**src/rtl/ftag_pkg.sv**
```systemverilog
package ftag_pkg;

  typedef enum logic [1:0] {
    EXC_NONE = 2'd0,
    EXC_PABT = 2'd1,
    EXC_UND  = 2'd2,
    EXC_SWI  = 2'd3
  } exc_kind_e;

  localparam int STATUS_W     = 32;
  localparam int MODE_W       = 5;
  localparam int IRQ_MASK_BIT = 7;
  localparam int NBANK        = 3;

  localparam logic [MODE_W-1:0] MODE_ABT = 5'b10111;
  localparam logic [MODE_W-1:0] MODE_UND = 5'b11011;
  localparam logic [MODE_W-1:0] MODE_SVC = 5'b10011;

  // class bits from decode: [0] undefined, [1] supervisor call
  function automatic exc_kind_e pick_kind(logic valid, logic fault, logic [1:0] cls);
    if (!valid)      return EXC_NONE;
    if (fault)       return EXC_PABT;
    if (cls[0])      return EXC_UND;
    if (cls == 2'b10) return EXC_SWI;
    return EXC_NONE;
  endfunction

  function automatic logic [MODE_W-1:0] mode_of(exc_kind_e k);
    case (k)
      EXC_PABT: return MODE_ABT;
      EXC_UND:  return MODE_UND;
      EXC_SWI:  return MODE_SVC;
      default:  return '0;
    endcase
  endfunction

  function automatic logic [7:0] vec_offset(exc_kind_e k);
    case (k)
      EXC_PABT: return 8'h0C;
      EXC_UND:  return 8'h04;
      EXC_SWI:  return 8'h08;
      default:  return 8'h00;
    endcase
  endfunction

  // bank slot: 0 fault mode, 1 undefined mode, 2 supervisor mode
  function automatic logic [NBANK-1:0] bank_sel(exc_kind_e k);
    case (k)
      EXC_PABT: return 3'b001;
      EXC_UND:  return 3'b010;
      EXC_SWI:  return 3'b100;
      default:  return 3'b000;
    endcase
  endfunction

  function automatic logic [STATUS_W-1:0] status_on_entry(logic [STATUS_W-1:0] cur,
                                                         exc_kind_e k);
    logic [STATUS_W-1:0] s;
    s = cur;
    s[MODE_W-1:0]   = mode_of(k);
    s[IRQ_MASK_BIT] = 1'b1;
    return s;
  endfunction

endpackage

```
**src/rtl/ftag_stage.sv**
```systemverilog
module ftag_stage #(
  parameter int AW = 32
) (
  input  logic          clk,
  input  logic          rst_n,
  input  logic          kill,
  input  logic          in_valid,
  input  logic          in_fault,
  input  logic [AW-1:0] in_addr,
  input  logic [1:0]    in_cls,
  output logic          q_valid,
  output logic          q_fault,
  output logic [AW-1:0] q_addr,
  output logic [1:0]    q_cls
);

  always_ff @(posedge clk) begin
    if (!rst_n) begin
      q_valid <= 1'b0;
      q_fault <= 1'b0;
      q_addr  <= '0;
      q_cls   <= '0;
    end else begin
      q_valid <= in_valid & ~kill;
      q_fault <= in_valid & in_fault & ~kill;
      q_addr  <= in_addr;
      q_cls   <= in_cls;
    end
  end

  AST_KILL_EMPTIES: assert property (@(posedge clk) disable iff (!rst_n)
    kill |=> !q_valid && !q_fault);

  AST_TAG_NEEDS_VALID: assert property (@(posedge clk) disable iff (!rst_n)
    q_fault |-> q_valid);

endmodule

```
**src/rtl/ftag_arbiter.sv**
```systemverilog
module ftag_arbiter
  import ftag_pkg::*;
#(
  parameter int            AW         = 32,
  parameter int            INSN_BYTES = 4,
  parameter logic [AW-1:0] VEC_BASE   = '0
) (
  input  logic                clk,
  input  logic                rst_n,
  input  logic                e_valid,
  input  logic                e_fault,
  input  logic [1:0]          e_cls,
  input  logic [AW-1:0]       e_addr,
  input  logic [STATUS_W-1:0] cur_status,
  output exc_kind_e           kind,
  output logic                take,
  output logic [MODE_W-1:0]   mode,
  output logic [AW-1:0]       vector,
  output logic [AW-1:0]       link,
  output logic [STATUS_W-1:0] new_status
);

  always_comb begin
    kind       = pick_kind(e_valid, e_fault, e_cls);
    take       = (kind != EXC_NONE);
    mode       = mode_of(kind);
    vector     = VEC_BASE + AW'(vec_offset(kind));
    link       = e_addr + AW'(INSN_BYTES);
    new_status = status_on_entry(cur_status, kind);
  end

  AST_FAULT_WINS: assert property (@(posedge clk) disable iff (!rst_n)
    e_valid && e_fault |-> kind == EXC_PABT);

  AST_NO_TAKE_EMPTY: assert property (@(posedge clk) disable iff (!rst_n)
    !e_valid |-> !take);

endmodule

```
**src/rtl/ftag_spsr_bank.sv**
```systemverilog
module ftag_spsr_bank #(
  parameter int NB = 3,
  parameter int W  = 32
) (
  input  logic                 clk,
  input  logic                 rst_n,
  input  logic [NB-1:0]        wr_sel,
  input  logic [W-1:0]         wr_data,
  output logic [NB-1:0][W-1:0] bank_q
);

  for (genvar i = 0; i < NB; i++) begin : g_bank
    always_ff @(posedge clk) begin
      if (!rst_n)         bank_q[i] <= '0;
      else if (wr_sel[i]) bank_q[i] <= wr_data;
    end

    AST_BANK_UNTOUCHED: assert property (@(posedge clk) disable iff (!rst_n)
      !wr_sel[i] |=> $stable(bank_q[i]));
  end

  AST_ONE_BANK: assert property (@(posedge clk) disable iff (!rst_n)
    $onehot0(wr_sel));

endmodule

```
**src/rtl/ftag_pipeline.sv**
```systemverilog
module ftag_pipeline
  import ftag_pkg::*;
#(
  parameter int            AW         = 32,
  parameter int            INSN_BYTES = 4,
  parameter logic [AW-1:0] VEC_BASE   = '0
) (
  input  logic          clk,
  input  logic          rst_n,
  input  logic          fetch_valid,
  input  logic [AW-1:0] fetch_addr,
  input  logic          fetch_abort,
  input  logic [1:0]    dec_class,
  input  logic          flush,
  input  logic [31:0]   cur_status,
  output logic          exc_strobe,
  output logic [4:0]    exc_mode,
  output logic [AW-1:0] exc_vector,
  output logic [AW-1:0] exc_link,
  output logic [31:0]   exc_status,
  output logic [31:0]   spsr_abt,
  output logic [31:0]   spsr_und,
  output logic [31:0]   spsr_svc
);

  localparam int NSTAGE = 3;
  localparam int S_FE   = 0;
  localparam int S_DE   = 1;
  localparam int S_EX   = 2;

  logic [NSTAGE-1:0] s_valid;
  logic [NSTAGE-1:0] s_fault;
  logic [AW-1:0]     s_addr [NSTAGE];
  logic [1:0]        s_cls  [NSTAGE];

  // named internal events
  logic                ex_take;
  logic                drain;
  exc_kind_e           ex_kind;
  logic [MODE_W-1:0]   ex_mode;
  logic [AW-1:0]       ex_vector;
  logic [AW-1:0]       ex_link;
  logic [STATUS_W-1:0] ex_status;
  logic [NBANK-1:0]    bank_wr;
  logic [NBANK-1:0][STATUS_W-1:0] bank_q;

  assign drain = flush | ex_take;

  for (genvar i = 0; i < NSTAGE; i++) begin : g_stage
    logic          in_v;
    logic          in_f;
    logic [AW-1:0] in_a;
    logic [1:0]    in_c;
    if (i == 0) begin : g_head
      assign in_v = fetch_valid;
      assign in_f = fetch_abort;
      assign in_a = fetch_addr;
      assign in_c = 2'b00;
    end else if (i == S_EX) begin : g_exec
      assign in_v = s_valid[i-1];
      assign in_f = s_fault[i-1];
      assign in_a = s_addr[i-1];
      assign in_c = dec_class;
    end else begin : g_mid
      assign in_v = s_valid[i-1];
      assign in_f = s_fault[i-1];
      assign in_a = s_addr[i-1];
      assign in_c = s_cls[i-1];
    end
    ftag_stage #(.AW(AW)) u_stage (
      .clk     (clk),
      .rst_n   (rst_n),
      .kill    (drain),
      .in_valid(in_v),
      .in_fault(in_f),
      .in_addr (in_a),
      .in_cls  (in_c),
      .q_valid (s_valid[i]),
      .q_fault (s_fault[i]),
      .q_addr  (s_addr[i]),
      .q_cls   (s_cls[i])
    );
  end

  ftag_arbiter #(.AW(AW), .INSN_BYTES(INSN_BYTES), .VEC_BASE(VEC_BASE)) u_arb (
    .clk       (clk),
    .rst_n     (rst_n),
    .e_valid   (s_valid[S_EX]),
    .e_fault   (s_fault[S_EX]),
    .e_cls     (s_cls[S_EX]),
    .e_addr    (s_addr[S_EX]),
    .cur_status(cur_status),
    .kind      (ex_kind),
    .take      (ex_take),
    .mode      (ex_mode),
    .vector    (ex_vector),
    .link      (ex_link),
    .new_status(ex_status)
  );

  assign bank_wr = bank_sel(ex_kind);

  ftag_spsr_bank #(.NB(NBANK), .W(STATUS_W)) u_bank (
    .clk    (clk),
    .rst_n  (rst_n),
    .wr_sel (bank_wr),
    .wr_data(cur_status),
    .bank_q (bank_q)
  );

  assign spsr_abt = bank_q[0];
  assign spsr_und = bank_q[1];
  assign spsr_svc = bank_q[2];

  always_ff @(posedge clk) begin
    if (!rst_n) begin
      exc_strobe <= 1'b0;
      exc_mode   <= '0;
      exc_vector <= '0;
      exc_link   <= '0;
      exc_status <= '0;
    end else begin
      exc_strobe <= ex_take;
      if (ex_take) begin
        exc_mode   <= ex_mode;
        exc_vector <= ex_vector;
        exc_link   <= ex_link;
        exc_status <= ex_status;
      end
    end
  end

  AST_STROBE_PULSE: assert property (@(posedge clk) disable iff (!rst_n)
    exc_strobe |=> !exc_strobe);

  AST_FROM_EXEC: assert property (@(posedge clk) disable iff (!rst_n)
    $rose(exc_strobe) |-> $past(s_valid[S_EX]));

  AST_LINK_NEXT: assert property (@(posedge clk) disable iff (!rst_n)
    $rose(exc_strobe) |-> exc_link == $past(s_addr[S_EX]) + AW'(INSN_BYTES));

  AST_IRQ_MASKED: assert property (@(posedge clk) disable iff (!rst_n)
    exc_strobe |-> exc_status[IRQ_MASK_BIT] && exc_status[MODE_W-1:0] == exc_mode);

  AST_DRAIN_EMPTIES: assert property (@(posedge clk) disable iff (!rst_n)
    drain |=> !s_valid[S_FE] && !s_valid[S_DE]);

  AST_SAVED_STATUS: assert property (@(posedge clk) disable iff (!rst_n)
    $rose(exc_strobe) && exc_mode == MODE_SVC |-> spsr_svc == $past(cur_status));

endmodule

```
**config.mk**
```make
export PLATFORM = sky130hd
export DESIGN_NAME = ftag_pipeline
export DESIGN_NICKNAME = d
export VERILOG_FILES = /design/src/rtl/ftag_pkg.sv /design/src/rtl/ftag_stage.sv /design/src/rtl/ftag_arbiter.sv /design/src/rtl/ftag_spsr_bank.sv /design/src/rtl/ftag_pipeline.sv
export SDC_FILE = /design/constraint.sdc
export NUM_CORES = 1
export LEC_CHECK = 0
export BUFFER_PORTS_ARGS = -buffer_cell sky130_fd_sc_hd__buf_2
export CORE_UTILIZATION = 50
export DETAILED_ROUTE_END_ITERATION = 16
export HOLD_SLACK_MARGIN = 0.03
export PLACE_DENSITY = 0.76
export SLEW_MARGIN = 20
export SYNTH_ARGS = -nofsm -noshare
export SYNTH_HDL_FRONTEND = slang
export SYNTH_SLANG_ARGS = --single-unit
```
**constraint.sdc**
```tcl
create_clock -name clk -period 5.5 [get_ports clk]
set_clock_uncertainty 0.15 [all_clocks]
set_input_delay 0.55 -clock clk [delete_from_list [all_inputs] [get_ports clk]]
set_output_delay 0.55 -clock clk [all_outputs]
set_load 0.02 [all_outputs]
```
==> results.py, run 1 <==
metrics = {
    "synth": {
        "syn_inst": 899,
        "ys_seq_area_frac": 0.548,
        "synthFlopType": "dfxtp_1",
        "synth-edff-count": 0,
        "synth.top_cell.area_share": 0.548,
        "synth_async_sr_flop_share": 0,
        "synthTopCellsByArea": "dfxtp_1 55%, mux2i_1 13%, nor2b_1 8.4%, and2_1 6.7%, buf_4 2.9%",
        "syn-cell-area_um2": 9680,
        "synth.avg_cell_area_um2": 10.8,
        "yosysTopAreaCell": "dfxtp_1",
        "ys_types": 41,
        "synth-seq-cells": 265,
        "yosys_warnings": 0,
    },
    "timing": {
        "setup_violations": 0,
        "max_slew.worst_pin.slew_ns": 0.905,
        "fin_setup_tns_ns": 0,
        "period_minus_slack_ns": 2.43,
        "timing.final.crit_share": 0.443,
        "finalHoldViolCount": 0,
        "timing.fmax_ghz": 0.411,
        "hold_ws_ns": 0.0738,
        "grt_setup_unrepaired": "no",
        "slew_viol_final": 0,
        "max-slew-margin-rel": 0.397,
    },
    "clock_tree": {
        "cts-root-buf": "clkbuf_16",
        "clock_latency_ns": 0.53,
        "clkSinkCount": 265,
        "cts_resized": 0,
        "numCtsBuffers": 26,
        "cts_tree": "yes",
        "hold_buffers": 0,
        "cts_buffer_depth": 3,
        "clk_pin_slew_worst_paths_ns": 0.06,
        "cts.htree.levels": 1,
        "cts_setup_buffers": 0,
    },
    "floorplan": {
        "die_area_um2": 19900,
        "fp-row-count": 50,
        "coreArea_um2": 18800,
        "die_h_um": 141,
        "start_util": 0.514,
        "num_io_pins": 269,
        "die_x_um": 141,
    },
    "place": {
        "dp_hpwl_mm": 13.5,
        "postPlaceCellArea_um2": 10900,
        "port_buffers": 238,
        "gp_congestion": 0.871,
    },
    "layout": {
        "fin_util": 0.624,
        "multiInputGateArea_um2": 3960,
        "drive_above_1_share": 0.262,
        "fin_nets": 1182,
        "syn_to_final_growth_pct": 21.3,
        "fillCellCount": 1544,
        "seqCellArea_um2": 5310,
        "design_area_um2": 11700,
    },
    "worst_setup_path": {
        "timing.rr.end": "u_bank.bank_q[54]",
        "end_kind": "register",
        "worstSetupPathType": "reg2reg",
        "worstPathMaxFanout": 17,
        "critPathLaunchType": "register",
        "cp.required_ns": 5.75,
        "reg2reg_slack_ns": 3.07,
        "worstPathArrival_ns": 2.69,
        "r2r_cells": 6,
        "r2r-start": "g_stage[2].u_stage.q_cls[1]",
        "crit_start": "g_stage[2].u_stage.q_cls[1]",
    },
    "grt": {
        "grtUsageTotal": 0.198,
        "grt_overflow": 0,
        "grt_pass1_wl_mm": 31.6,
        "grt_max_degree": 136,
        "antenna_found_initial": 3,
        "first_global_vias": 5982,
    },
    "flow_run": {
        "cap_violations": 0,
    },
    "drt": {
        "routed_via_density": 4.79,
        "routedWlPerCell_um": 14.6,
        "drc_errors": 0,
        "dr_total_vias": 6638,
        "drt_first_pass_iters": 4,
        "totalWireLength_mm": 20.3,
        "antenna_left": 0,
        "first_iter_violations": 228,
    },
    "power_and_ir_drop": {
        "power_density_nw_per_um2": 328,
        "power_uw": 3850,
        "power_leakage_uw": 0.00512,
        "ir_drop_mv": 0.266,
    },
    "hold_path": {
        "hold_start": "fetch_addr[3]",
        "whs_path_depth": 2,
        "min_to": "g_stage[0].u_stage.q_addr[3]",
        "min_path_type": "in2reg",
    },
    "run_status": {
        "outcome": "completed",
    },
}
==> cell families (layout without fill, tap and decap cells) <==
logic type | after synthesis | after routing | share of synthesized area
AOI/OAI and AO/OA | 64 | 64 | 0.0413
xor gates and xnor gates | 13 | 13 | 0.0118
adders and majority gates | 5 | 5 | 0.00646
buffers and inverters | 100 | 297 | 0.0552
DFF | 265 | 265 | 0.548
muxes | 128 | 128 | 0.132
other | 1 | 32 | 0.000387
and+or+nand+nor | 323 | 323 | 0.205
==> report_power, final <==
| part | internal, uW | switching, uW | total [uW] |
|---|---|---|---|
| clock network | 1030 | 727 | 1760 |
| registers | 1950 | 14.3 | 1970 |
| logic | 55.5 | 71.9 | 127 |
==> final cells by class <==
| type | count | share of cell area |
|---|---|---|
| timing repair buffer | 244 | 0.107 |
| clock inverter | 12 | 0.0115 |
| sequential | 265 | 0.452 |
| antenna | 2 | 0.000426 |
| multi-input combinational | 563 | 0.338 |
| tap | 260 | 0.0277 |
| clock buffer | 35 | 0.0625 |
| inverter | 6 | 0.00192 |
==> how the worst max path moves through the flow <==
stage,slack (ns),endpoint
5_1_grt,2.86,u_bank.bank_q[51]
2_1_floorplan,3.36,u_bank.bank_q[34]
4_1_cts,3.03,u_bank.bank_q[54]
6_report,3.07,u_bank.bank_q[54]
3_3_place_gp,3.15,exc_link[29]
3_5_place_dp,3.06,u_bank.bank_q[54]
==> flip-flops by register name (all words and copies together) (netlist names) <==
signal / flops
g_stage.u_stage.q_addr: 96
u_bank.bank_q: 96
exc_link: 32
exc_status: 27
exc_mode: 3
g_stage.u_stage.q_fault: 3
g_stage.u_stage.q_valid: 3
exc_vector: 2
g_stage.u_stage.q_cls: 2
exc_strobe: 1
==> layer usage <==
metal | share of wire | global-route usage | wire, um | vias to the layer above
met5 | 0.00084 | 0 | 17 | -
met4 | 0.038 | 0.0881 | 764 | 2
met3 | 0.063 | 0.0452 | 1270 | 50
met2 | 0.45 | 0.323 | 9220 | 231
met1 | 0.44 | 0.250 | 9030 | 2990
li1 | - | - | - | 3365
==> critical path: stages, from the launching register on <==
cell     delay (ns)
dfxtp_1        0.31
nor2b_1        0.11
o21ai_0        0.38
ha_2           0.64
buf_4          0.41
mux2i_1        0.23
nor2b_1        0.06
==> placed cells by master (no fill, tap or decap), drive strengths merged, types with 4 or more instances in the layout <==
cell	netlist	layout
nor3	4	4
a31oi	7	7
xor2	6	6
and2	104	104
conb	1	30
clkbuf	47	35
inv	6	6
ha	5	5
nand4	12	12
nand2b	4	4
o21ai	27	27
mux2i	128	128
dfxtp	265	265
buf	47	244
nand2	18	18
and3	5	5
nor2	5	5
a211oi	5	5
o211a	5	5
or4	7	7
a21oi	8	8
clkinvlp	0	4
clkinv	0	6
o31ai	5	5
nand3	12	12
and4	8	8
xnor2	7	7
nor2b	130	130
nor4	8	8
==> through the flow <==
stage	cells	setup slack (ns)
final	1387	3.07
after floorplan	928	3.36
after global routing	1386	2.86
after CTS	1385	3.03
after detailed placement	1338	3.06
after global placement	1338	3.15
==> synthesized netlist by cell type, types with 6 or more instances <==
cell type / instances
clkbuf_1: 45
nand4_1: 12
a31oi_1: 7
buf_4: 38
mux2i_1: 128
o21ai_0: 27
xnor2_1: 7
nor4_1: 8
and2_1: 104
nand2_1: 18
a21oi_1: 8
nand3_1: 12
inv_1: 6
xor2_1: 6
dfxtp_1: 265
nor2b_1: 130
and4_1: 7
No activity file was read; power rests on OpenSTA's default activity.
==> run 2, diff against run 1 <==
- clock period: 5.5 -> 2.5 ns (I/O delays scaled with it)
==> results.py, run 2 (synthesis results as in run 1) <==
metrics = {
    "timing": {
        "final.setup.worst_slack_ns": 0.418,
        "max-slew-margin-rel": 0.622,
        "timing.final.crit_share": 0.833,
        "fin_setup_tns_ns": 0,
        "setup_violations": 0,
        "timing.fmax_ghz": 0.480,
        "max_slew.worst_pin.slew_ns": 0.563,
        "slew_viol_final": 0,
        "grt_setup_unrepaired": "no",
        "period_minus_slack_ns": 2.08,
        "finalHoldViolCount": 0,
    },
    "grt": {
        "grt_pass1_wl_mm": 33.5,
        "grtUsageTotal": 0.209,
        "first_global_vias": 6473,
        "grt_max_degree": 70,
        "antenna_found_initial": 0,
        "grt_overflow": 0,
    },
    "worst_setup_path": {
        "worstSetupPathType": "reg2reg",
        "reg2reg_slack_ns": 0.42,
        "worstPathArrival_ns": 2.37,
        "cp.required_ns": 2.79,
        "end_kind": "register",
        "r2r_cells": 4,
        "r2r-start": "g_stage[2].u_stage.q_addr[14]",
        "timing.rr.end": "exc_link[21]",
        "worstPathMaxFanout": 15,
        "critPathLaunchType": "register",
    },
    "drt": {
        "drt_first_pass_iters": 5,
        "wl_met2_mm": 10.1,
        "first_iter_violations": 217,
        "dr_total_vias": 6975,
        "routed_via_density": 4.77,
        "drc_errors": 0,
        "wl_met1_mm": 9.05,
        "wl_met3_mm": 1.46,
        "totalWireLength_mm": 21.3,
        "antenna_left": 0,
        "highest_layer": "met4",
        "routedWlPerCell_um": 14.6,
    },
    "clock_tree": {
        "cts_buffer_depth": 3,
        "clk_pin_slew_worst_paths_ns": 0.06,
        "cts-root-buf": "clkbuf_16",
        "numCtsBuffers": 27,
        "cts.htree.levels": 1,
        "clock_latency_ns": 0.53,
        "cts_tree": "yes",
        "cts_setup_buffers": 0,
        "clkSinkCount": 265,
    },
    "floorplan": {
        "die_area_um2": 19900,
        "die_x_um": 141,
        "num_io_pins": 269,
        "start_util": 0.514,
        "die_h_um": 141,
        "coreArea_um2": 18800,
        "fp-row-count": 50,
    },
    "power_and_ir_drop": {
        "power_density_nw_per_um2": 693,
        "ir_drop_mv": 0.528,
        "power_leakage_uw": 0.00547,
    },
    "run_status": {
        "outcome": "completed",
    },
    "hold_path": {
        "whs_path_depth": 2,
        "min_to": "exc_link[19]",
        "min_path_type": "in2reg",
        "hold_start": "rst_n",
    },
    "layout": {
        "drive_above_1_share": 0.255,
        "final_common_cell": "dfxtp_1",
        "antenna_cells": 0,
        "layout_common_cells": "265 x dfxtp_1, 237 x buf_2, 130 x nor2b_1",
        "fin_nets": 1259,
        "stdcell_count": 1462,
        "reg_top3": "g_stage.u_stage.q_addr: 96 flops, u_bank.bank_q: 96 flops, exc_link: 32 flops",
        "syn_to_final_growth_pct": 29.7,
    },
    "place": {
        "dp_hpwl_mm": 13.9,
        "port_buffers": 238,
        "gp_congestion": 0.851,
        "pre_cts_ws_ns": 0.417,
        "dp_cells": 1345,
    },
    "flow_run": {
        "cap_violations": 0,
    },
}
[run 2: cell count changes in the layout (fill, tap and decap cells not counted), moves of 3 or more]
cell           change
dlygate4sd3_1     +69
clkbuf_1           -3
buf_12             +4
clkinv_2           +3
buf_4              +3
[run 2: cell type report]
| class | count | area, um^2 |
|---|---|---|
| clock buffer | 31 | 721 |
| clock inverter | 17 | 180 |
| fill | 1443 | 6270 |
| inverter | 6 | 22.5 |
| multi-input combinational | 563 | 3960 |
| sequential | 265 | 5310 |
| tap | 260 | 325 |
| timing repair buffer | 320 | 2040 |
[run 2: how the worst max path moves through the flow]
stage               slack (ns)                           from           endpoint
global placement          0.51    g_stage[2].u_stage.q_cls[1]     exc_status[16]
detailed placement        0.42    g_stage[2].u_stage.q_cls[1]     exc_status[23]
finish                    0.42  g_stage[2].u_stage.q_addr[14]       exc_link[21]
global route              0.22  g_stage[2].u_stage.q_addr[14]       exc_link[22]
floorplan                 0.36    g_stage[2].u_stage.q_cls[1]  u_bank.bank_q[34]
CTS                       0.42    g_stage[2].u_stage.q_cls[1]     exc_status[23]
[run 2: metrics by stage]
| step | hold slack (ns) | power, uW | utilization | area [um^2] |
|---|---|---|---|---|
| final | 0.0697 | 8700 | 0.667 | 12600 |
| after global routing | 0.0760 | 9000 | 0.667 | 12600 |
| after CTS | 0.0532 | 8780 | 0.667 | 12600 |
| after detailed placement | 0.268 | 4700 | 0.583 | 11000 |
| after global placement | 0.264 | 4700 | 0.583 | 11000 |
| after floorplan | 0.222 | 4620 | - | 9790 |
[run 2: repair_timing]
action,4_1_cts,5_1_grt
gates resized for setup,0,0
endpoints found under the hold margin,162,0
hold buffers,69,0
[run 2: critical path, cell delays in order, from the launching register on]
cell and delay, ns:
dfxtp_1 0.45, and4_1 0.27, nand3_1 0.36, or4_1 0.58
a31oi_1 0.18
[run 2: where the power goes]
| part | total [uW] | switching (uW) | internal, uW |
|---|---|---|---|
| Combinational | 378 | 181 | 197 |
| Sequential | 4320 | 30.3 | 4290 |
| Clock | 4000 | 1620 | 2380 |
[run 2: routing by layer]
metal,global-route usage,up-vias
met5,0,-
met3,0.0479,51
li1,-,3507
met2,0.356,267
met1,0.253,3150
met4,0.0892,0
==> run 3, diff against run 2 <==
- CORE_UTILIZATION: 50 -> 47
- PLACE_DENSITY: 0.76 -> 0.75
- clock period: 2.5 -> 1.77 ns (I/O delays scaled with it)
==> results.py, run 3 (synthesis results as in run 1) <==
metrics = {
    "layout": {
        "layout_common_cells": "249 x dfxtp_1, 237 x buf_2, 129 x nor2b_1",
        "syn_to_final_growth_pct": 41.9,
        "reg_top3": "g_stage.u_stage.q_addr: 96 flops, u_bank.bank_q: 96 flops, exc_link: 32 flops",
        "fillCellCount": 1460,
        "design_area_um2": 13700,
        "antenna_cells": 0,
        "drive_above_1_share": 0.338,
        "final_common_cell": "dfxtp_1",
        "fin_nets": 1330,
    },
    "drt": {
        "antenna_left": 0,
        "routed_via_density": 4.80,
        "drt_first_pass_iters": 4,
        "totalWireLength_mm": 24.6,
        "dr_total_vias": 7403,
        "routedWlPerCell_um": 16.0,
        "drc_errors": 0,
        "first_iter_violations": 320,
    },
    "power_and_ir_drop": {
        "power_density_nw_per_um2": 864,
        "ir_drop_mv": 0.937,
        "power_leakage_uw": 0.00600,
    },
    "run_status": {
        "outcome": "finished with violations",
        "violations": "setup timing",
    },
    "place": {
        "gp_congestion": 0.826,
        "port_buffers": 238,
        "postPlaceCellArea_um2": 11400,
        "pre_cts_ws_ns": -0.111,
        "dp_hpwl_mm": 13.9,
    },
    "timing": {
        "setup_violations": 7,
        "final.setup.worst_slack_ns": -0.0839,
        "grt_setup_unrepaired": "yes",
        "finalHoldViolCount": 0,
        "timing.final.crit_share": 1.05,
        "hold_ws_ns": 0.236,
        "slew_viol_final": 0,
        "period_minus_slack_ns": 1.85,
        "timing.fmax_ghz": 0.539,
    },
    "clock_tree": {
        "numCtsBuffers": 26,
        "cts_tree": "yes",
        "cts-root-buf": "clkbuf_16",
        "clk_pin_slew_worst_paths_ns": 0.06,
        "cts_buffer_depth": 3,
        "clock_latency_ns": 0.52,
        "clkSinkCount": 265,
        "cts.htree.levels": 1,
    },
    "worst_setup_path": {
        "r2r-start": "g_stage[2].u_stage.q_fault",
        "r2r_cells": 10,
        "reg2reg_slack_ns": -0.08,
        "critical_path.endpoint": "exc_link[24]",
        "critPathLaunchType": "register",
        "worstSetupPathType": "reg2reg",
        "cp.required_ns": 2.01,
        "worstPathMaxFanout": 9,
        "timing.rr.end": "exc_link[24]",
        "end_kind": "register",
        "crit_start": "g_stage[2].u_stage.q_fault",
        "worstPathArrival_ns": 2.10,
    },
    "floorplan": {
        "num_io_pins": 269,
        "start_util": 0.479,
        "die_h_um": 146,
        "die_area_um2": 21200,
        "coreArea_um2": 20200,
        "die_x_um": 146,
        "fp-row-count": 52,
    },
    "grt": {
        "antenna_found_initial": 0,
        "grt_max_degree": 101,
        "grt_pass1_wl_mm": 35.7,
        "grt_overflow": 0,
        "first_global_vias": 6919,
        "grtUsageTotal": 0.207,
    },
    "flow_run": {
        "cap_violations": 0,
    },
    "hold_path": {
        "min_path_type": "in2reg",
    },
}
==> run 3: changes by cell type in the layout (fill, tap and decap cells not counted), moves of 9 or more <==
cell	previous run	this run
dfxtp_2	0	15
buf_4	9	49
dfxtp_1	265	249
o21ai_0	27	5
o21ai_1	0	12
clkbuf_16	27	38
o21ai_2	0	9
==> run 3: stage by stage <==
stage | power, uW | instances | util | setup TNS (ns)
after floorplan | 6530 | 928 | - | -0.866
after global placement | 6660 | 1398 | 0.563 | -0.107
after detailed placement | 6670 | 1398 | 0.563 | -3.26
after CTS | 12000 | 1521 | 0.647 | -0.0407
after global routing | 12300 | 1541 | 0.679 | -4.67
final | 11900 | 1541 | 0.679 | -0.246
==> run 3: critical path: stages (launching register included) <==
cell        delay (ns)
dfxtp_2           0.33
inv_1             0.05
o211ai_1          0.10
buf_4             0.16
ha_4              0.17
clkinvlp_4        0.08
buf_12            0.14
buf_6             0.14
nand2_1           0.06
nor4_1            0.25
a211oi_1          0.09
==> run 3: area by class of cell <==
class                      instances  area (um^2)  share of cell area
inverter                           6         33.8             0.00246
sequential                       265         5330               0.388
multi-input combinational        563         4260               0.310
tap                              270          338              0.0246
clock buffer                      34          711              0.0517
clock inverter                    11         97.6             0.00710
timing repair buffer             392         2980               0.217
==> run 3: power by group <==
part	internal (uW)	switching, uW	leakage [uW]
logic	315	287	0.00344
clock network	2970	2200	0.000401
registers	6060	34.0	0.00216
total	9350	2530	0.00600
==> run 3: layer usage <==
layer  routed length [um]  up-vias  GRT usage
li1                     -     3666          -
met1                10100     3399      0.253
met2                12200      283      0.365
met3                 1400       55     0.0408
met4                  935        0     0.0695
met5                    0        -          0
==> run 3: worst min path at each step <==
| stage | startpoint | cells after the start | endpoint | slack [ns] |
|---|---|---|---|---|
| 3_5_place_dp | fetch_addr[26] | 2 | g_stage[0].u_stage.q_addr[26] | 0.24 |
| 3_3_place_gp | fetch_addr[27] | 2 | g_stage[0].u_stage.q_addr[27] | 0.23 |
| 4_1_cts | fetch_addr[18] | 3 | g_stage[0].u_stage.q_addr[18] | 0.21 |
| 2_1_floorplan | fetch_valid | 1 | g_stage[0].u_stage.q_valid | 0.15 |
| 6_report | fetch_addr[1] | 3 | g_stage[0].u_stage.q_addr[1] | 0.24 |
| 5_1_grt | fetch_addr[5] | 3 | g_stage[0].u_stage.q_addr[5] | 0.23 |
==> run 3: repair_timing <==
item | in CTS | in global routing
pin swaps | 6 | 29
hold buffers | 72 | 0
endpoints found under the setup margin | 104 | 127
endpoints found under the hold margin | 166 | 0
gates resized for setup | 23 | 90
gates cloned | 2 | 14
buffers inserted | 4 | 7
